[src/rtl/audio_rx_pkg.sv]
package audio_rx_pkg;

  localparam int DEF_WORD_W = 20;

  // format code on the fmt pins; the low two right-aligned lengths step down
  typedef enum logic [1:0] {
    FMT_LEFT  = 2'b00,
    FMT_RJ_S  = 2'b01,
    FMT_RJ_M  = 2'b10,
    FMT_RJ_L  = 2'b11
  } fmt_e;

  // channel owning a slot, given the framing delay and its word-select level
  function automatic logic slot_is_left(input logic delayed, input logic slot_ws);
    return delayed ? !slot_ws : slot_ws;
  endfunction

endpackage

[src/rtl/audio_rx_framer.sv]
module audio_rx_framer (
  input  logic clk,
  input  logic rst_n,
  input  logic ws,
  input  logic delay_one,
  output logic slot_edge,
  output logic closing_ws,
  output logic armed
);

  logic       ws_q1;
  logic       ws_q2;
  logic [1:0] hist_ok;
  logic       cur_ws;
  logic       hist_valid;

  always_ff @(posedge clk or negedge rst_n) begin
    if (!rst_n) begin
      ws_q1   <= 1'b0;
      ws_q2   <= 1'b0;
      hist_ok <= 2'b00;
      armed   <= 1'b0;
    end else begin
      ws_q1   <= ws;
      ws_q2   <= ws_q1;
      hist_ok <= {hist_ok[0], 1'b1};
      if (slot_edge) armed <= 1'b1;
    end
  end

  // the one-bit framing delay is a word select seen one period late
  assign cur_ws     = delay_one ? ws_q1 : ws;
  assign closing_ws = delay_one ? ws_q2 : ws_q1;
  assign hist_valid = delay_one ? hist_ok[1] : hist_ok[0];
  assign slot_edge  = hist_valid && (cur_ws != closing_ws);


  arm_after_edge_chk: assert property (@(posedge clk) disable iff (!rst_n)
    slot_edge |=> armed);


  arm_cause_chk: assert property (@(posedge clk) disable iff (!rst_n)
    $rose(armed) |-> $past(slot_edge));

endmodule

[src/rtl/audio_rx_ljust.sv]
module audio_rx_ljust #(
  parameter int WORD_W = 20,
  parameter int CNT_W  = $clog2(WORD_W + 1)
) (
  input  logic              clk,
  input  logic              rst_n,
  input  logic              slot_edge,
  input  logic              sd,
  output logic [WORD_W-1:0] word
);

  localparam logic [CNT_W-1:0] FULL = CNT_W'(WORD_W);
  localparam logic [CNT_W-1:0] TOP  = CNT_W'(WORD_W - 1);

  logic [WORD_W-1:0] acc;
  logic [CNT_W-1:0]  cnt;
  logic [CNT_W-1:0]  wr_idx;
  logic              take_bit;

  assign wr_idx   = TOP - cnt;
  assign take_bit = (cnt < FULL);

  always_ff @(posedge clk or negedge rst_n) begin
    if (!rst_n) begin
      acc <= '0;
      cnt <= FULL;
    end else if (slot_edge) begin
      acc <= {sd, {(WORD_W-1){1'b0}}};
      cnt <= CNT_W'(1);
    end else if (take_bit) begin
      acc[wr_idx] <= sd;
      cnt         <= cnt + CNT_W'(1);
    end
  end

  // completed slot is read before the boundary overwrites it
  assign word = acc;


  cnt_bound_chk: assert property (@(posedge clk) disable iff (!rst_n)
    cnt <= FULL);


  acc_frozen_chk: assert property (@(posedge clk) disable iff (!rst_n)
    (!slot_edge && !take_bit) |=> $stable(acc));

endmodule

[src/rtl/audio_rx_rjust.sv]
module audio_rx_rjust #(
  parameter int WORD_W = 20,
  parameter int CNT_W  = $clog2(WORD_W + 1)
) (
  input  logic              clk,
  input  logic              rst_n,
  input  logic              sd,
  input  logic [CNT_W-1:0]  word_len,
  output logic [WORD_W-1:0] word
);

  logic [WORD_W-1:0] hist;

  // keep the newest word_len bits and push them to the top
  function automatic logic [WORD_W-1:0] msb_align(input logic [WORD_W-1:0] v,
                                                  input logic [CNT_W-1:0]  n);
    return v << (CNT_W'(WORD_W) - n);
  endfunction

  always_ff @(posedge clk or negedge rst_n) begin
    if (!rst_n) hist <= '0;
    else        hist <= {hist[WORD_W-2:0], sd};
  end

  assign word = msb_align(hist, word_len);


  hist_shift_chk: assert property (@(posedge clk) disable iff (!rst_n)
    hist[0] == $past(sd) || !$past(rst_n));

endmodule

[src/rtl/audio_serial_rx.sv]
module audio_serial_rx
  import audio_rx_pkg::*;
#(
  parameter int WORD_W     = DEF_WORD_W,
  parameter int SHORT_STEP = 2
) (
  input  logic              bck,
  input  logic              rst_n,
  input  logic              ws,
  input  logic              sd,
  input  logic [1:0]        fmt,
  input  logic              msb_just,
  output logic [WORD_W-1:0] left_word,
  output logic              left_valid,
  output logic [WORD_W-1:0] right_word,
  output logic              right_valid
);

  localparam int CNT_W = $clog2(WORD_W + 1);
  localparam logic [CNT_W-1:0] LEN_S = CNT_W'(WORD_W - 2*SHORT_STEP);
  localparam logic [CNT_W-1:0] LEN_M = CNT_W'(WORD_W - SHORT_STEP);
  localparam logic [CNT_W-1:0] LEN_L = CNT_W'(WORD_W);

  logic              delay_one;
  logic              rj_mode;
  logic              slot_edge;
  logic              closing_ws;
  logic              armed;
  logic              word_done;
  logic              done_left;
  logic [CNT_W-1:0]  rj_len;
  logic [WORD_W-1:0] lj_word;
  logic [WORD_W-1:0] rj_word;
  logic [WORD_W-1:0] sel_word;

  assign rj_mode   = (fmt != FMT_LEFT);
  assign delay_one = !rj_mode && !msb_just;

  always_comb begin
    case (fmt)
      FMT_RJ_S: rj_len = LEN_S;
      FMT_RJ_M: rj_len = LEN_M;
      default:  rj_len = LEN_L;
    endcase
  end

  audio_rx_framer u_framer (
    .clk        (bck),
    .rst_n      (rst_n),
    .ws         (ws),
    .delay_one  (delay_one),
    .slot_edge  (slot_edge),
    .closing_ws (closing_ws),
    .armed      (armed)
  );

  audio_rx_ljust #(.WORD_W(WORD_W), .CNT_W(CNT_W)) u_ljust (
    .clk       (bck),
    .rst_n     (rst_n),
    .slot_edge (slot_edge),
    .sd        (sd),
    .word      (lj_word)
  );

  audio_rx_rjust #(.WORD_W(WORD_W), .CNT_W(CNT_W)) u_rjust (
    .clk      (bck),
    .rst_n    (rst_n),
    .sd       (sd),
    .word_len (rj_len),
    .word     (rj_word)
  );

  assign word_done = slot_edge && armed;
  assign done_left = slot_is_left(delay_one, closing_ws);
  assign sel_word  = rj_mode ? rj_word : lj_word;

  logic [WORD_W-1:0] ch_word  [2];
  logic              ch_valid [2];

  // channel 0 is left, channel 1 is right
  for (genvar ch = 0; ch < 2; ch++) begin : g_chan
    logic mine;
    assign mine = word_done && (done_left == (ch == 0));
    always_ff @(posedge bck or negedge rst_n) begin
      if (!rst_n) begin
        ch_word[ch]  <= '0;
        ch_valid[ch] <= 1'b0;
      end else begin
        ch_valid[ch] <= mine;
        if (mine) ch_word[ch] <= sel_word;
      end
    end
  end

  assign left_word   = ch_word[0];
  assign left_valid  = ch_valid[0];
  assign right_word  = ch_word[1];
  assign right_valid = ch_valid[1];


  valid_excl_chk: assert property (@(posedge bck) disable iff (!rst_n)
    !(left_valid && right_valid));


  left_pulse_chk: assert property (@(posedge bck) disable iff (!rst_n)
    left_valid |=> !left_valid);


  right_pulse_chk: assert property (@(posedge bck) disable iff (!rst_n)
    right_valid |=> !right_valid);


  left_hold_chk: assert property (@(posedge bck) disable iff (!rst_n)
    !left_valid |-> $stable(left_word));


  right_hold_chk: assert property (@(posedge bck) disable iff (!rst_n)
    !right_valid |-> $stable(right_word));


  short_pad_chk: assert property (@(posedge bck) disable iff (!rst_n)
    (left_valid && fmt == FMT_RJ_S) |-> left_word[2*SHORT_STEP-1:0] == '0);


  no_word_unarmed_chk: assert property (@(posedge bck) disable iff (!rst_n)
    !armed |=> !(left_valid || right_valid));

endmodule

[config.mk]
export PLATFORM = sky130hd
export DESIGN_NAME = audio_serial_rx
export DESIGN_NICKNAME = d
export VERILOG_FILES = /design/src/rtl/audio_rx_pkg.sv /design/src/rtl/audio_rx_framer.sv /design/src/rtl/audio_rx_ljust.sv /design/src/rtl/audio_rx_rjust.sv /design/src/rtl/audio_serial_rx.sv
export SDC_FILE = /design/constraint.sdc
export NUM_CORES = 1
export LEC_CHECK = 0
export ABC_AREA = 0
export ABC_CLOCK_PERIOD_IN_PS = 6600
export BUFFER_PORTS_ARGS = -buffer_cell sky130_fd_sc_hd__buf_4
export CORE_ASPECT_RATIO = 0.6
export CORE_UTILIZATION = 65
export CTS_BUF_LIST = sky130_fd_sc_hd__clkbuf_4 sky130_fd_sc_hd__clkbuf_8
export DETAILED_ROUTE_END_ITERATION = 8
export GPL_ROUTABILITY_DRIVEN = 1
export PLACE_DENSITY = 0.92
export SLEW_MARGIN = 5
export SYNTH_ARGS = -nofsm -noshare
export SYNTH_HDL_FRONTEND = slang
export SYNTH_SLANG_ARGS = --single-unit
[constraint.sdc]
create_clock -name bck -period 6.6 [get_ports bck]
set_clock_uncertainty 0.05 [all_clocks]
set_input_delay 0 -clock bck [delete_from_list [all_inputs] [get_ports bck]]
set_output_delay 0 -clock bck [all_outputs]
set_load 0.02 [all_outputs]
==> out/metrics.cfg, run 1 <==
[run_status]
status=completed

[yosys]
ys_seq_elements=92
synth-edff-count=0
synth_cell_types=49
postSynth.asyncResetShare_pct=100
ys_top_cells_by_area=dfrtp_1, mux2_4, mux2i_1, ha_1, nand2_1
syn_area_per_cell_sq_um=12.3
yosys.area.top_type=dfrtp_1
ys_seq_area_share_pct=51.3
netlist.area_leader.share_pct=50.1
syn_inst=365
synthesis.nets=383
netlist_area_sq_um=4490
synth_commonest_cells=dfrtp_1, mux2_4, nand2_1
ys_warn_count=0
yosysMostFrequentCell=dfrtp_1
synthFlopType=dfrtp_1

[setup_path]
cp-end-kind=register
crit_buf_inv=3
r2r_start=u_ljust.cnt[2]$_DFFE_PN1P_
cp-endpoint=right_word[8]$_DFFE_PN0P_
cp_slowest_cell=ha_1
r2r_end=u_ljust.word[19]$_DFFE_PN0P_
path_class=input port to register
required_ns=6.81
crit_fanout=37
cp-start-kind=input port
cp.arrival_ns=3.17
slowest_delay_ns=0.96
ff2ff_setup_slack_ns=4.11
crit_top_cell=buf_4
cpLargestDelayFamily=simple AND/OR/NAND/NOR gates
path_cells=buf_4 -> inv_1 -> ha_1 -> and2b_4 -> mux2i_2 -> nor4b_4 -> buf_4 -> mux2_1
crit_cells=8
crit_start=fmt[0]
ff2ff_path_depth=6

[clock_network]
cts_max_path_buffers=2
cts_root_buffer=clkbuf_8
post_cts_resized=0
hold_buffers=3
clkSinkCount=92
htree_num_levels=3
post_cts_buffers=0
clkLatencyLatePin_ns=0.38
tritoncts=done
tritoncts.num_buffers=9
cts.clk_slew.worst_paths_ns=0.10

[pwr]
power.net_switching_w=0.000690
clkPwrFrac_pct=19.7
ir_drop_mv=0.286
internal_power_w=0.00117
powerDensity_nw_per_um2=367
p_seq_share_pct=43.1
power_w=0.00186
power_frac_comb_pct=37.2
swShare_pct=37.2
leakagePower_nw=2.32

[routing]
avgRoutedWirePerCell_um=19.5
ant_nets=0
drc=0
vias=3062
first_pass_iters=7
finalWirelength_um=9690
drt-initial-drc-count=377
vias_per_cell=6.16

[global_routing]
track_usage_pct=28.9
gr-total-overflow=0
grt_pass1_wl_um=15300
grt_max_degree=48
grt_pass1_vias=2892
grt_antenna_before_repair=0

[floorplanning]
start_util_pct=67.3
row_count=23
die_w_um=109
ios=49
core-area_sq_um=6680
die_h_um=66.4
die-area_sq_um=7260

[place]
gp_congestion=0.885
io_buffers=48
dp_hpwl_um=6590

[cells_and_area]
syn_to_final_growth_pct=12.7
seqCellArea_sq_um=2300
nFillCells=426
multi_input_area_sq_um=2030
layout-drive-gt1-share_pct=28.5
nets=423
antennaDiodeCount=0

[min_path]
hold_class=input port to asynchronous set/reset pin

[timing]
maxSlewViolCount=0
rsz0062_at_grt=no
final.min_clock_period_ns=2.96
finalSetupViolCount=0
worst_pin_slew_ns=1.19
timing.hold.ws_ns=0.109
finalCritPeriodShare_pct=44.9
finalHoldViolCount=0
fin_setup_tns_ns=0
relSlewSlack_pct=20.6
max_freq_mhz=337

[flow_run]
drv_cap=0

-- per-stage QoR --
stage | setup slack (ns) | area [sq um] | std cells | utilization [%]
floorplan | 4.41 | 4490 | 365 | -
global placement | 3.42 | 4840 | 478 | 72.6
detailed placement | 3.29 | 4840 | 478 | 72.6
CTS | 3.68 | 5070 | 497 | 75.9
global route | 3.44 | 5070 | 497 | 75.9
finish | 3.64 | 5070 | 497 | 75.9
-- power groups by stage --
stage,registers [W],logic [W],clock network [W]
finish,0.000801,0.000690,0.000366
global route,0.000818,0.000742,0.000392
CTS,0.000800,0.000685,0.000371
detailed placement,0.000807,0.000678,0
global placement,0.000800,0.000654,0
floorplan,0.000861,0.000393,0
-- routing by layer --
| layer | vias up | part of all wire, % | global-route usage [%] |
|---|---|---|---|
| li1 | 1388 | - | - |
| met1 | 1522 | 47 | 42.1 |
| met3 | 15 | 7.5 | 7.59 |
| met2 | 137 | 44 | 42.0 |
| met5 | - | 0 | 0 |
| met4 | 0 | 1.3 | 9.17 |
-- cell usage in the layout (no fill, tap or decap), types with 5 or more instances in the layout --
cell type  instances
mux2_4            38
clkbuf_8          11
buf_4             50
mux2i_1           19
a22oi_1            6
nor3_1             5
o21ai_0           14
nand3_1           11
nand2_1           28
inv_1              6
mux2_1             9
a21oi_1           19
nor2b_1            7
dfrtp_1           90
a221o_1            6
nor2_1            14
ha_1              11
nand4_1            7
-- worst min-delay path by stage --
| stage | startpoint | end | slack, ns | cells past startpoint |
|---|---|---|---|---|
| after floorplan | rst_n | left_valid$_DFF_PN0_ | -0.35 | 0 |
| after global placement | rst_n | left_word[14]$_DFFE_PN0P_ | -0.02 | 1 |
| after detailed placement | rst_n | right_word[14]$_DFFE_PN0P_ | -0.01 | 1 |
| after CTS | rst_n | right_word[14]$_DFFE_PN0P_ | 0.12 | 2 |
| after global routing | rst_n | right_word[14]$_DFFE_PN0P_ | 0.16 | 2 |
| final | rst_n | left_word[18]$_DFFE_PN0P_ | 0.11 | 2 |
-- registers in the layout, indices dropped and copies added (netlist names) --
| name | flops |
|---|---|
| left_word | 20 |
| right_word | 20 |
| u_ljust.word | 20 |
| u_framer.hist_ok | 2 |
| u_rjust.hist | 20 |
| u_framer.armed | 1 |
| u_framer.ws_q2 | 1 |
| u_ljust.cnt | 5 |
| left_valid | 1 |
| u_framer.ws_q1 | 1 |
| right_valid | 1 |
-- logic make-up after synthesis --
family	count (synthesis)	share of synthesized area, %
mux	73	21.3
fa+ha+maj	11	3.06
other cells	1	0.0834
xor+xnor	2	0.390
flops	92	51.3
compound gates	63	9.16
simple gates	93	11.2
buf+inv	30	3.48
-- cell type report --
type / instances / area share, %
sequential: 92 / 45.5
multi-input combinational: 243 / 40.1
timing repair buffer: 53 / 8.00
clock buffer: 12 / 3.14
tap: 87 / 2.15
clock inverter: 4 / 0.642
inverter: 6 / 0.445
No activity file was read; power rests on OpenSTA's default activity.
==> run 2: changes to the inputs <==
- ABC_CLOCK_PERIOD_IN_PS: 6600 -> 3010
- CORE_UTILIZATION: 65 -> 61
- PLACE_DENSITY: 0.92 -> 0.87
- clock period: 6.6 -> 3.01 ns (I/O delays scaled with it)
==> out/metrics.cfg, run 2 (synthesized netlist as in run 1, its figures left out) <==
[pwr]
leakagePower_nw=2.36  ; +1.4%
powerDensity_nw_per_um2=826  ; +130%
power_w=0.00423  ; +130%
ir_drop_mv=0.654  ; +130%

[place]
io_buffers=48  ; unchanged
dp_hpwl_um=6990  ; +6.1%
post_dp_cell_area_sq_um=4870  ; +0.62%
gp_congestion=0.923  ; +4.3%

[setup_path]
crit_start=u_ljust.cnt[2]$_DFFE_PN1P_
ff2ff_path_depth=6  ; unchanged
cp-start-kind=register
cp.arrival_ns=2.59  ; -0.58 ns
path_class=register to register
required_ns=3.20  ; -3.61 ns
cp-end-kind=register
r2r_start=u_ljust.cnt[2]$_DFFE_PN1P_
crit_fanout=11  ; -70%

[run_status]
status=completed

[timing]
final.min_clock_period_ns=2.40
worst_pin_slew_ns=0.904  ; -0.288 ns
fin_setup_tns_ns=0  ; unchanged
maxSlewViolCount=0  ; unchanged
finalCritPeriodShare_pct=79.8
finalSetupViolCount=0  ; unchanged
max_freq_mhz=416
relSlewSlack_pct=38.9  ; +18 points
timing.hold.ws_ns=0.141  ; +0.0326 ns
finalHoldViolCount=0  ; unchanged
rsz0062_at_grt=no

[floorplanning]
ios=49  ; unchanged
die-area_sq_um=7730  ; +6.4%
start_util_pct=65.1  ; -2.2 points
die_h_um=68.5  ; +3.1%
die_w_um=113  ; +3.2%
row_count=23  ; unchanged
core-area_sq_um=6910  ; +3.4%

[routing]
drc=0  ; unchanged
drt-initial-drc-count=312  ; -17%
highest_layer=met4
vias=3117  ; +1.8%
wl_met3_um=666  ; -7.9%
dr_wl_met2_um=4700  ; +11%
ant_nets=0  ; unchanged
vias_per_cell=6.22  ; +0.98%
avgRoutedWirePerCell_um=20.3  ; +4.0%
first_pass_iters=5  ; -2
m1WireLength_um=4640  ; +0.83%
finalWirelength_um=10200  ; +4.9%

[global_routing]
grt_pass1_vias=3015  ; +4.3%
grt_pass1_wl_um=16300  ; +6.6%
grt_max_degree=53  ; +10%
track_usage_pct=28.9  ; -0.060 points
gr-total-overflow=0  ; unchanged
grt_antenna_before_repair=0  ; unchanged

[cells_and_area]
multi_input_area_sq_um=2030  ; unchanged
antennaDiodeCount=0  ; unchanged
final_cell_mix=dfrtp_1, buf_4, mux2_4
nFillCells=474  ; +11%
design_area_sq_um=5120  ; +1.2%
syn_to_final_growth_pct=14.0
nets=427  ; +0.95%
final_common_cell=dfrtp_1
seqCellArea_sq_um=2300  ; unchanged
layout-drive-gt1-share_pct=29.2  ; +0.69 points

[clock_network]
cts_root_buffer=clkbuf_8
tritoncts.num_buffers=9  ; unchanged
tritoncts=done
cts.clk_slew.worst_paths_ns=0.10  ; about the same
cts_max_path_buffers=2  ; unchanged
post_cts_buffers=0  ; unchanged
clkLatencyLatePin_ns=0.38  ; about the same
htree_num_levels=3  ; unchanged
clkSinkCount=92  ; unchanged

[min_path]
hold_class=input port to asynchronous set/reset pin

[flow_run]
drv_cap=0  ; unchanged

[run 2: cell types whose count changed in the layout (fill, tap and decap cells not counted)]
cell       previous run  this run
buf_4                50        54
bufinv_16             0         2
clkbuf_8             11         9
clkinv_2              0         1
inv_6                 1         0
[run 2: path summary, 6_finish.rpt]
kind / end / slack [ns]
min reg2reg: u_rjust.hist[19]$_DFF_PN0_ / 0.33
max in group asynchronous: u_ljust.cnt[2]$_DFFE_PN1P_ / 1.97
max reg2reg: u_ljust.word[15]$_DFFE_PN0P_ / 0.61
max: u_ljust.word[15]$_DFFE_PN0P_ / 0.61
min in group bck: u_framer.ws_q1$_DFF_PN0_ / 0.25
min: left_word[9]$_DFFE_PN0P_ / 0.14
[run 2: final cells by class]
class	count	area share, %
flip-flops and latches	92	45.0
multi-input cells	243	39.7
repair buffers	57	8.50
clock buffers	10	2.56
well taps	87	2.12
clock inverters	6	1.73
inverters	6	0.439
[run 2: critical path, stage by stage (launching register included)]
cell and delay (ns):
dfstp_2 0.65, inv_1 0.10, ha_1 0.37, nor4bb_1 0.81
nand2_1 0.11, nand2_1 0.10, a21oi_1 0.06
[run 2: repair_timing]
action,4_1_cts,5_1_grt
endpoints found under the hold margin,72,0
gates resized for setup,0,0
hold buffers,3,0
[run 2: metal layers]
layer | up-vias | track usage, %
met4 | 0 | 10.5
met3 | 20 | 6.99
li1 | 1392 | -
met5 | - | 0
met1 | 1559 | 39.9
met2 | 146 | 45.3
[run 2: through the flow]
stage | util [%] | setup WS [ns] | instances
after floorplan | - | 0.819 | 365
after global placement | 70.6 | 0.849 | 482
after detailed placement | 70.6 | 0.701 | 482
after CTS | 74.2 | 0.676 | 501
after global routing | 74.2 | 0.426 | 501
final | 74.2 | 0.607 | 501
[run 2: report_power, final]
group	internal [W]	switching [W]	total [W]	leakage [nW]
sequential	0.00152	0.000229	0.00175	1.16
clock	0.000476	0.000442	0.000918	0.106
combinational	0.000695	0.000867	0.00156	1.09
==> run 3: changes to the inputs <==
- ABC_CLOCK_PERIOD_IN_PS: 3010 -> 2200
- CORE_UTILIZATION: 61 -> 55
- PLACE_DENSITY: 0.87 -> 0.83
- clock period: 3.01 -> 2.2 ns (I/O delays scaled with it)
==> out/metrics.cfg, run 3 (synthesized netlist as in run 1, its figures left out) <==
[pwr]
powerDensity_nw_per_um2=1130  ; +37%
leakagePower_nw=2.43  ; +2.9%
ir_drop_mv=0.831  ; +27%

[timing]
layout_setup_ws_ns=0.104  ; -0.503 ns
maxSlewViolCount=0  ; unchanged
fin_setup_tns_ns=0  ; unchanged
final.min_clock_period_ns=2.10  ; -0.307 ns
timing.hold.ws_ns=0.116  ; -0.0251 ns
max_freq_mhz=477  ; +15%
relSlewSlack_pct=58.0  ; +19 points
finalSetupViolCount=0  ; unchanged
rsz0062_at_grt=yes
finalHoldViolCount=0  ; unchanged
finalCritPeriodShare_pct=95.3  ; +15 points
worst_pin_slew_ns=0.630  ; -0.274 ns

[setup_path]
crit_start=u_ljust.cnt[2]$_DFFE_PN1P_
cp-end-kind=register
ff2ff_setup_slack_ns=0.10  ; -0.50 ns
path_cells=inv_1 -> ha_1 -> nor2b_1 -> o21a_1 -> a21oi_1 -> mux2_1
cp-endpoint=u_ljust.word[19]$_DFFE_PN0P_
crit_fanout=11  ; unchanged
path_class=register to register
cp-start-kind=register
cp.arrival_ns=2.31  ; -0.28 ns
slowest_delay_ns=0.64  ; -0.17 ns
r2r_start=u_ljust.cnt[2]$_DFFE_PN1P_
r2r_end=u_ljust.word[19]$_DFFE_PN0P_
ff2ff_path_depth=6  ; unchanged
cp_slowest_cell=dfstp_2
required_ns=2.41  ; -0.79 ns

[floorplanning]
ios=49  ; unchanged
start_util_pct=57.0  ; -8.1 points
die_h_um=72.0  ; +5.2%
die-area_sq_um=8550  ; +11%
die_w_um=119  ; +5.2%
core-area_sq_um=7880  ; +14%
row_count=25  ; +8.7%

[cells_and_area]
final_cell_mix=dfrtp_1, buf_4, mux2_4
nets=436  ; +2.1%
antennaDiodeCount=0  ; unchanged
layout-drive-gt1-share_pct=31.5  ; +2.3 points
syn_to_final_growth_pct=17.5
final_common_cell=dfrtp_1
final_core_util_pct=67.0  ; -7.2 points
nFillCells=576  ; +22%

[global_routing]
track_usage_pct=26.2  ; -2.6 points
grt_antenna_before_repair=0  ; unchanged
grt_max_degree=48  ; -9.4%
gr-total-overflow=0  ; unchanged
grt_pass1_wl_um=16800  ; +2.8%
grt_pass1_vias=3066  ; +1.7%

[routing]
vias_per_cell=5.94  ; -4.5%
vias=3149  ; +1.0%
drc=0  ; unchanged
drt-initial-drc-count=240  ; -23%
first_pass_iters=4  ; -1
finalWirelength_um=10400  ; +2.6%
avgRoutedWirePerCell_um=19.7  ; -3.0%
ant_nets=0  ; unchanged

[flow_run]
drv_cap=0  ; unchanged

[clock_network]
clkLatencyLatePin_ns=0.38  ; about the same
cts_max_path_buffers=2  ; unchanged
cts_root_buffer=clkbuf_8
cts.clk_slew.worst_paths_ns=0.09  ; about the same
clkSinkCount=92  ; unchanged
htree_num_levels=3  ; unchanged
tritoncts.num_buffers=9  ; unchanged
tritoncts=done

[place]
gp_congestion=0.840  ; -9.0%
io_buffers=48  ; unchanged
dp_hpwl_um=7320  ; +4.7%
dp_slack_ns=0.0722  ; -0.629 ns

[min_path]
hold_class=input port to asynchronous set/reset pin

[run_status]
status=completed

[run 3: changes by cell type in the layout (fill, tap and decap cells not counted), moves of 2 or more]
cell | previous run | this run
nor2_2 | 0 | 2
buf_4 | 54 | 61
buf_12 | 0 | 2
nor2_1 | 14 | 12
[run 3: worst max-delay path: cells and delay by family, from the launching register on]
kind / cells / cell delay (ns)
simple gates: 1 / 0.20
buf+inv: 1 / 0.10
fa+ha+maj: 1 / 0.31
flops: 1 / 0.64
mux: 1 / 0.33
compound gates: 2 / 0.36
[run 3: where the power goes]
group	internal (W)	total, W	switching [W]
registers	0.00208	0.00241	0.000324
logic	0.000994	0.00218	0.00118
clock network	0.000792	0.00139	0.000598
[run 3: worst min-delay path by stage]
| stage | endpoint | depth (start not counted) | slack (ns) |
|---|---|---|---|
| final | left_word[18]$_DFFE_PN0P_ | 2 | 0.12 |
| after global routing | left_valid$_DFF_PN0_ | 2 | 0.17 |
| after CTS | left_word[18]$_DFFE_PN0P_ | 2 | 0.14 |
| after detailed placement | left_word[18]$_DFFE_PN0P_ | 1 | 0.001 |
| after global placement | right_word[15]$_DFFE_PN0P_ | 1 | -0.01 |
| after floorplan | left_valid$_DFF_PN0_ | 0 | -0.35 |
[run 3: cell type report]
class                   count  area, sq um  share of cell area [%]
clock buffers              11          145                    2.75
flip-flops and latches     92         2300                    43.6
repair buffers             66          528                    10.0
inverters                   6         22.5                   0.426
well taps                 108          135                    2.56
clock inverters             4         97.6                    1.85
multi-input cells         243         2050                    38.8
[run 3: repair_timing]
| action | in CTS | in global routing |
|---|---|---|
| hold buffers | 3 | 0 |
| resized for setup | 0 | 4 |
| endpoints found under the setup margin | 0 | 8 |
| buffers inserted | 0 | 0 |
| endpoints found under the hold margin | 66 | 0 |
[run 3: routing by layer]
metal  GRT usage, %  wire length [um]  vias up
met4           9.00               147        0
li1               -                 -     1418
met5              0                 0        -
met3           7.94               925       17
met1           37.1              4670     1571
met2           38.8              4690      143
[run 3: per-stage QoR]
step                power [W]  area, sq um  std cells
floorplan             0.00376         4490        365
global placement      0.00444         4990        512
detailed placement    0.00455         4990        512
CTS                   0.00594         5270        530
global route          0.00627         5280        530
finish                0.00597         5280        530
